===== src/rtl/pfd_pkg.sv =====
package pfd_pkg;

    // width of the counters that hold tap counts and sweep positions
    localparam int CNT_W = 8;

    // how a sweep step combines the two history samples it reads
    typedef enum logic [1:0] {
        FOLD_PASS = 2'd0,
        FOLD_SUM  = 2'd1,
        FOLD_DIFF = 2'd2
    } fold_e;

    // configuration captured when a sweep begins
    typedef struct packed {
        logic             asym;
        logic             even;
        logic [CNT_W-1:0] ntaps;
        logic [CNT_W-1:0] len;
    } sweep_cfg_t;

    // decimation code to factor: zero stands for the largest power of two
    function automatic int decim_factor(input int code, input int code_w);
        return (code == 0) ? (1 << code_w) : code;
    endfunction

    // tap-count code to tap count: zero is promoted to one tap
    function automatic int eff_taps(input int code);
        return (code == 0) ? 1 : code;
    endfunction

    // number of multiply-accumulate steps in one sweep
    function automatic int sweep_len(input int ntaps, input logic asym);
        return asym ? ntaps : (ntaps + 1) / 2;
    endfunction

    // ring position of a sample that is 'age' inputs older than 'base'
    function automatic int ring_index(input int base, input int age, input int depth);
        return (base >= age) ? (base - age) : (base + depth - age);
    endfunction

endpackage


===== src/rtl/pfd_coef_bank.sv =====
module pfd_coef_bank
    import pfd_pkg::*;
#(
    parameter int COEF_W = 16,
    parameter int DEPTH  = 63,
    parameter int AW     = 6
) (
    input  logic                     clk,
    input  logic                     rst,
    input  logic                     we,
    input  logic [AW-1:0]            waddr,
    input  logic signed [COEF_W-1:0] wdata,
    input  logic [AW-1:0]            raddr,
    output logic signed [COEF_W-1:0] rdata
);

    logic signed [COEF_W-1:0] bank_q [DEPTH];

    always_ff @(posedge clk) begin
        if (rst) begin
            for (int i = 0; i < DEPTH; i++) begin
                bank_q[i] <= '0;
            end
        end else if (we && (int'(waddr) < DEPTH)) begin
            bank_q[waddr] <= wdata;
        end
    end

    always_comb begin
        rdata = '0;
        if (int'(raddr) < DEPTH) begin
            rdata = bank_q[raddr];
        end
    end

endmodule


===== src/rtl/pfd_hist_ring.sv =====
module pfd_hist_ring
    import pfd_pkg::*;
#(
    parameter int DATA_W = 16,
    parameter int DEPTH  = 63,
    parameter int PW     = 6
) (
    input  logic                     clk,
    input  logic                     rst,
    input  logic                     wr_en,
    input  logic signed [DATA_W-1:0] wr_data,
    output logic [PW-1:0]            wr_ptr,
    input  logic [PW-1:0]            rd_base,
    input  logic [PW-1:0]            age_a,
    input  logic [PW-1:0]            age_b,
    output logic signed [DATA_W-1:0] rd_a,
    output logic signed [DATA_W-1:0] rd_b
);

    logic signed [DATA_W-1:0] ring_q [DEPTH];
    logic [PW-1:0]            ptr_q;
    logic [PW-1:0]            idx_a;
    logic [PW-1:0]            idx_b;

    always_ff @(posedge clk) begin
        if (rst) begin
            ptr_q <= '0;
            for (int i = 0; i < DEPTH; i++) begin
                ring_q[i] <= '0;
            end
        end else if (wr_en) begin
            ring_q[ptr_q] <= wr_data;
            ptr_q         <= (int'(ptr_q) == DEPTH - 1) ? '0 : ptr_q + 1'b1;
        end
    end

    assign wr_ptr = ptr_q;

    always_comb begin
        idx_a = PW'(ring_index(int'(rd_base), int'(age_a), DEPTH));
        idx_b = PW'(ring_index(int'(rd_base), int'(age_b), DEPTH));
        rd_a  = '0;
        rd_b  = '0;
        if (int'(idx_a) < DEPTH) rd_a = ring_q[idx_a];
        if (int'(idx_b) < DEPTH) rd_b = ring_q[idx_b];
    end

endmodule


===== src/rtl/pfd_decim_ctl.sv =====
module pfd_decim_ctl
    import pfd_pkg::*;
#(
    parameter int DEC_W = 3
) (
    input  logic             clk,
    input  logic             rst,
    input  logic             in_valid,
    input  logic [DEC_W-1:0] cfg_dec,
    output logic             group_done
);

    logic [DEC_W-1:0] cnt_q;
    logic             last_in_group;

    always_comb begin
        last_in_group = (int'(cnt_q) == decim_factor(int'(cfg_dec), DEC_W) - 1);
        group_done    = in_valid && last_in_group;
    end

    always_ff @(posedge clk) begin
        if (rst) begin
            cnt_q <= '0;
        end else if (in_valid) begin
            cnt_q <= last_in_group ? '0 : cnt_q + 1'b1;
        end
    end

endmodule


===== src/rtl/pfd_mac_seq.sv =====
module pfd_mac_seq
    import pfd_pkg::*;
#(
    parameter int DATA_W  = 16,
    parameter int COEF_W  = 16,
    parameter int TAP_W   = 6,
    parameter int PW      = 6,
    parameter int ACC_W   = 39,
    parameter int OUT_W   = 16,
    parameter int OUT_LSB = 15
) (
    input  logic                     clk,
    input  logic                     rst,
    input  logic                     start,
    input  logic [TAP_W-1:0]         cfg_taps,
    input  logic                     cfg_asym,
    input  logic                     cfg_even,
    input  logic [PW-1:0]            newest_ptr,
    output logic [PW-1:0]            base_ptr,
    output logic [PW-1:0]            age_a,
    output logic [PW-1:0]            age_b,
    input  logic signed [DATA_W-1:0] samp_a,
    input  logic signed [DATA_W-1:0] samp_b,
    output logic [TAP_W-1:0]         coef_addr,
    input  logic signed [COEF_W-1:0] coef_val,
    output logic                     busy,
    output logic                     out_valid,
    output logic signed [OUT_W-1:0]  out_data
);

    localparam int PRE_W  = DATA_W + 1;
    localparam int PROD_W = PRE_W + COEF_W;

    sweep_cfg_t               cfg_q;
    sweep_cfg_t               cfg_d;
    logic [CNT_W-1:0]         step_q;
    logic [PW-1:0]            base_q;
    logic                     busy_q;
    logic signed [ACC_W-1:0]  acc_q;
    logic signed [ACC_W-1:0]  acc_next;
    logic                     ovalid_q;
    logic signed [OUT_W-1:0]  odata_q;

    fold_e                    fold;
    logic signed [PRE_W-1:0]  ext_a;
    logic signed [PRE_W-1:0]  ext_b;
    logic signed [PRE_W-1:0]  pre_sum;
    logic signed [PROD_W-1:0] product;
    logic                     last_step;

    // configuration captured at the start of a sweep
    always_comb begin
        cfg_d.asym  = cfg_asym;
        cfg_d.even  = cfg_even;
        cfg_d.ntaps = CNT_W'(eff_taps(int'(cfg_taps)));
        cfg_d.len   = CNT_W'(sweep_len(eff_taps(int'(cfg_taps)), cfg_asym));
    end

    // history ages and coefficient address for the current step
    always_comb begin
        age_a     = PW'(step_q);
        age_b     = PW'(cfg_q.ntaps - 1'b1 - step_q);
        coef_addr = TAP_W'(step_q);
        base_ptr  = base_q;
    end

    // pre-add selection, multiply and accumulate
    always_comb begin
        if (cfg_q.asym || (age_a == age_b)) begin
            fold = FOLD_PASS;
        end else if (cfg_q.even) begin
            fold = FOLD_SUM;
        end else begin
            fold = FOLD_DIFF;
        end

        ext_a = PRE_W'(samp_a);
        ext_b = PRE_W'(samp_b);
        unique case (fold)
            FOLD_SUM:  pre_sum = ext_a + ext_b;
            FOLD_DIFF: pre_sum = ext_a - ext_b;
            default:   pre_sum = ext_a;
        endcase

        product   = PROD_W'(pre_sum) * PROD_W'(coef_val);
        acc_next  = acc_q + ACC_W'(product);
        last_step = (step_q == cfg_q.len - 1'b1);
    end

    always_ff @(posedge clk) begin
        if (rst) begin
            cfg_q    <= '0;
            step_q   <= '0;
            base_q   <= '0;
            busy_q   <= 1'b0;
            acc_q    <= '0;
            ovalid_q <= 1'b0;
            odata_q  <= '0;
        end else begin
            ovalid_q <= 1'b0;
            if (busy_q) begin
                acc_q  <= acc_next;
                step_q <= step_q + 1'b1;
                if (last_step) begin
                    busy_q   <= 1'b0;
                    ovalid_q <= 1'b1;
                    odata_q  <= acc_next[OUT_LSB +: OUT_W];
                end
            end else if (start) begin
                busy_q <= 1'b1;
                step_q <= '0;
                acc_q  <= '0;
                base_q <= newest_ptr;
                cfg_q  <= cfg_d;
            end
        end
    end

    assign busy      = busy_q;
    assign out_valid = ovalid_q;
    assign out_data  = odata_q;

endmodule


===== src/rtl/pfd_decim_fir.sv =====
module pfd_decim_fir
    import pfd_pkg::*;
#(
    parameter int  DATA_W   = 16,
    parameter int  COEF_W   = 16,
    parameter int  MAX_TAPS = 63,
    parameter int  DEC_W    = 3,
    parameter int  OUT_W    = 16,
    parameter int  OUT_LSB  = 15,
    localparam int TAP_W    = $clog2(MAX_TAPS + 1)
) (
    input  logic                     clk,
    input  logic                     rst,
    input  logic [TAP_W-1:0]         cfg_taps,
    input  logic [DEC_W-1:0]         cfg_dec,
    input  logic                     cfg_asym,
    input  logic                     cfg_even,
    input  logic                     coef_we,
    input  logic [TAP_W-1:0]         coef_addr,
    input  logic signed [COEF_W-1:0] coef_data,
    input  logic                     in_valid,
    input  logic signed [DATA_W-1:0] in_data,
    output logic                     out_valid,
    output logic signed [OUT_W-1:0]  out_data
);

    localparam int PW    = $clog2(MAX_TAPS);
    localparam int ACC_W = DATA_W + 1 + COEF_W + $clog2(MAX_TAPS);

    logic                     group_done;
    logic                     busy;
    logic [PW-1:0]            newest_ptr;
    logic [PW-1:0]            base_ptr;
    logic [PW-1:0]            age_a;
    logic [PW-1:0]            age_b;
    logic signed [DATA_W-1:0] samp_a;
    logic signed [DATA_W-1:0] samp_b;
    logic [TAP_W-1:0]         rd_addr;
    logic signed [COEF_W-1:0] rd_coef;

    pfd_decim_ctl #(.DEC_W(DEC_W)) u_ctl (
        .clk        (clk),
        .rst        (rst),
        .in_valid   (in_valid),
        .cfg_dec    (cfg_dec),
        .group_done (group_done)
    );

    pfd_hist_ring #(.DATA_W(DATA_W), .DEPTH(MAX_TAPS), .PW(PW)) u_ring (
        .clk     (clk),
        .rst     (rst),
        .wr_en   (in_valid),
        .wr_data (in_data),
        .wr_ptr  (newest_ptr),
        .rd_base (base_ptr),
        .age_a   (age_a),
        .age_b   (age_b),
        .rd_a    (samp_a),
        .rd_b    (samp_b)
    );

    pfd_coef_bank #(.COEF_W(COEF_W), .DEPTH(MAX_TAPS), .AW(TAP_W)) u_bank (
        .clk   (clk),
        .rst   (rst),
        .we    (coef_we),
        .waddr (coef_addr),
        .wdata (coef_data),
        .raddr (rd_addr),
        .rdata (rd_coef)
    );

    pfd_mac_seq #(
        .DATA_W (DATA_W),
        .COEF_W (COEF_W),
        .TAP_W  (TAP_W),
        .PW     (PW),
        .ACC_W  (ACC_W),
        .OUT_W  (OUT_W),
        .OUT_LSB(OUT_LSB)
    ) u_mac (
        .clk        (clk),
        .rst        (rst),
        .start      (group_done),
        .cfg_taps   (cfg_taps),
        .cfg_asym   (cfg_asym),
        .cfg_even   (cfg_even),
        .newest_ptr (newest_ptr),
        .base_ptr   (base_ptr),
        .age_a      (age_a),
        .age_b      (age_b),
        .samp_a     (samp_a),
        .samp_b     (samp_b),
        .coef_addr  (rd_addr),
        .coef_val   (rd_coef),
        .busy       (busy),
        .out_valid  (out_valid),
        .out_data   (out_data)
    );

endmodule


===== config.mk =====
export PLATFORM = sky130hd
export DESIGN_NAME = pfd_decim_fir
export DESIGN_NICKNAME = d
export VERILOG_FILES = /design/src/rtl/pfd_pkg.sv /design/src/rtl/pfd_coef_bank.sv /design/src/rtl/pfd_hist_ring.sv /design/src/rtl/pfd_decim_ctl.sv /design/src/rtl/pfd_mac_seq.sv /design/src/rtl/pfd_decim_fir.sv
export SDC_FILE = /design/constraint.sdc
export NUM_CORES = 2
export LEC_CHECK = 0
export ABC_AREA = 0
export BUFFER_PORTS_ARGS = -buffer_cell sky130_fd_sc_hd__clkbuf_2
export CORE_MARGIN = 2
export CORE_UTILIZATION = 55
export CTS_CLUSTER_DIAMETER = 40
export DETAILED_ROUTE_END_ITERATION = 8
export PLACE_DENSITY = 0.71
export SKIP_LAST_GASP = 1
export SLEW_MARGIN = 20
export SYNTH_ARGS = -nofsm -noshare
export SYNTH_HDL_FRONTEND = slang
export SYNTH_SLANG_ARGS = --single-unit

===== constraint.sdc =====
create_clock -name clk -period 20.8 [get_ports clk]
set_input_delay 5.2 -clock clk [delete_from_list [all_inputs] [get_ports clk]]
set_output_delay 5.2 -clock clk [all_outputs]
set_load 0.03 [all_outputs]

==> results.cfg <==
[timing]
setup_viol = 0
period_share_pct = 91.68
tightest_slew_ns = 1.301
fmax_ghz = 0.05244
slew_headroom_pct = 12.71
fin_crit_ns = 19.07
finalHoldViolations = 0
finalMaxSlewViolations = 0
finalSetupTns_ns = 0
rsz0062_at_grt = no
finClkSkew_ns = 0.1130
layout_setup_ws_ns = 1.730

[setup_path]
path_buf_inv = 9
cpPeakStageDelay_ns = 0.90
crit_fanout = 38
path_delay_family = compound AO/OA/AOI/OAI gates
crit_required_ns = 21.55
crit_top_cell = inv_1
path_class = register to register
slowest_stage = a2111oi_0
cp_data_arrival_time_ns = 19.82
r2r_slack_ns = 1.73
startpoint_type = register
worstSetupEndpointType = register

[placed_design]
place_congestion = 1.021
dp.cells = 11840
port_buffers = 69
dpl-instance-area_sq_um = 123100
dpl.hpwl_microns = 248900
preCtsSetupSlack_ns = 2.466

[cts]
cts_tree = built
numCtsBuffers = 349
clk_pin_slew_ns = 0.05
cts.repair.resized = 0
h-tree-depth = 5
cts-root-buf = clkbuf_16
postCtsSetupBuffers = 0
cts_hold_buf = 0
clk_path_buf_depth = 4
insertion_delay_ns = 1.01
clock_sinks = 2140

[grt]
grt_start_max_net_pins = 115
grt_pass1_wl_microns = 567100
first_global_vias = 81193
grt_use_total_pct = 35.33
antenna_found_initial = 20
grt_remaining_overflow = 0

[drt]
drt_iter0_drc = 11850
dr_total_vias = 82332
detail-route-antenna-nets = 0
wl_per_cell_microns = 31.64
dr.pass1.iters = 7
drc = 0
wirelength_microns = 394200
vias_per_cell = 6.607

[logic_synthesis]
synthArstFlopShare_pct = 0
yosys_warnings = 0
yosysTopAreaCellShare_pct = 51.42
yosys-top-cells-count = 2048 x edfxtp_1, 2037 x and2_1, 586 x mux4_2
synth.distinct_cells = 101
synth-seq-cells = 2140
synth_top_area_cell = edfxtp_1
yosysSeqAreaShare_pct = 52.96
avgSynthCellArea_sq_um = 12.74
synth_edf_count = 2048
syn_inst = 9390
synthMostInstantiatedCell = edfxtp_1
syn-cell-area_sq_um = 119600
synth.area.top_cells = edfxtp_1 51%, mux4_2 11%, and2_1 11%
synth_top_flop_cell = edfxtp_1

[floorplan]
die_w_microns = 470.3
num_io_pins = 70
initial_core_util_pct = 55.18
num_rows = 171
die_area_sq_um = 221200
die_h_microns = 470.3
core_area_sq_um = 216700

[run]
drv_cap = 0

[layout]
fin_nets = 9834
area.sequential_sq_um = 63360
stdcell_count = 12461
nFillCells = 16015
drive_above_1_share_pct = 18.43
area_growth_pct = 12.76
fin_area_sq_um = 134900
multiInputGateArea_sq_um = 51880

[worst_hold_path]
worstHoldPathType = register to register

[outcome]
status = completed
==> worst reg2reg max path, delay by kind of cell (launching register included) <==
family | cells | cell delay, ns
AOI/OAI and AO/OA | 24 | 7.82
adders and majority gates | 11 | 5.02
muxes | 1 | 0.17
buffers and inverters | 9 | 1.43
DFF | 1 | 0.49
xor gates and xnor gates | 3 | 0.60
and+or+nand+nor | 13 | 3.38
==> flip-flops by register name, summed over array words and instances, names as in the netlist, named ones only <==
| register | flops |
|---|---|
| u_ring.wr_ptr | 6 |
| u_mac.cfg_q | 14 |
| u_mac.busy | 1 |
| u_ring.ring_q | 1024 |
| u_mac.out_valid | 1 |
| u_mac.base_ptr | 6 |
| u_mac.acc_q | 31 |
| u_bank.bank_q | 1024 |
| u_mac.step_q | 8 |
| u_mac.out_data | 16 |
| u_ctl.cnt_q | 3 |
==> area by class of cell <==
| cell class | count | share of cell area (%) |
|---|---|---|
| antenna | 2 | 0.003711 |
| timing repair buffer | 345 | 1.903 |
| multi-input combinational | 6033 | 38.47 |
| tap | 2854 | 2.648 |
| clock inverter | 242 | 2.029 |
| sequential | 2140 | 46.98 |
| clock buffer | 376 | 6.669 |
| inverter | 469 | 1.305 |
==> final timing paths <==
check,start,end,depth (start not counted)
worst max-delay path,u_mac.step_q[1],u_mac.out_data[14],61
worst min-delay path,u_mac.cfg_q[10],u_mac.cfg_q[10],2
worst min register to register,u_mac.cfg_q[10],u_mac.cfg_q[10],2
worst max register to register,u_mac.step_q[1],u_mac.out_data[14],61
==> cell families after synthesis <==
family / share of synthesized area (%)
compound gates: 5.802
xor+xnor: 0.9133
fa+ha+maj: 6.511
buf+inv: 3.974
flops: 52.96
mux: 12.57
other cells: 0.003135
simple gates: 17.27
==> cells in the final DEF (no fill, tap or decap), types with 32 or more instances in the layout <==
cell type   instances
dfxtp_1            87
inv_1             467
mux4_2            586
and2_1           2035
inv_6              44
clkbuf_16         356
clkbuf_2           68
fa_1              295
buf_4             264
clkinv_2           48
o221ai_1          111
nor3_1             58
nand2_1           561
a311o_1            32
nor2b_1            98
or2_2             156
mux2i_1           159
o22ai_1            91
clkinvlp_4         34
xor2_1             39
o21ai_0            61
nand3_1           194
a211oi_1           69
xnor2_1            77
o22a_1             63
ha_1              148
nand2b_1           46
a21oi_1           178
edfxtp_1         2048
nor2_1            464
bufinv_16          42
==> through the flow <==
stage	util (%)	hold slack [ns]
2_1_floorplan	-	0.4358
6_report	62.23	0.4675
3_3_place_gp	56.79	0.4518
3_5_place_dp	56.79	0.4588
4_1_cts	62.21	0.4645
5_1_grt	62.22	0.4914
==> routing by layer <==
metal | part of all wire [%] | vias up | global-route usage [%]
met2 | 45 | 5755 | 53.15
met4 | 5.7 | 16 | 17.24
met1 | 36 | 41611 | 47.38
met3 | 13 | 1164 | 10.15
li1 | - | 33786 | -
met5 | 0.038 | - | 0
Power is not shown: default switching activity piles up to over one toggle a cycle in this logic, so the estimate is an artifact.
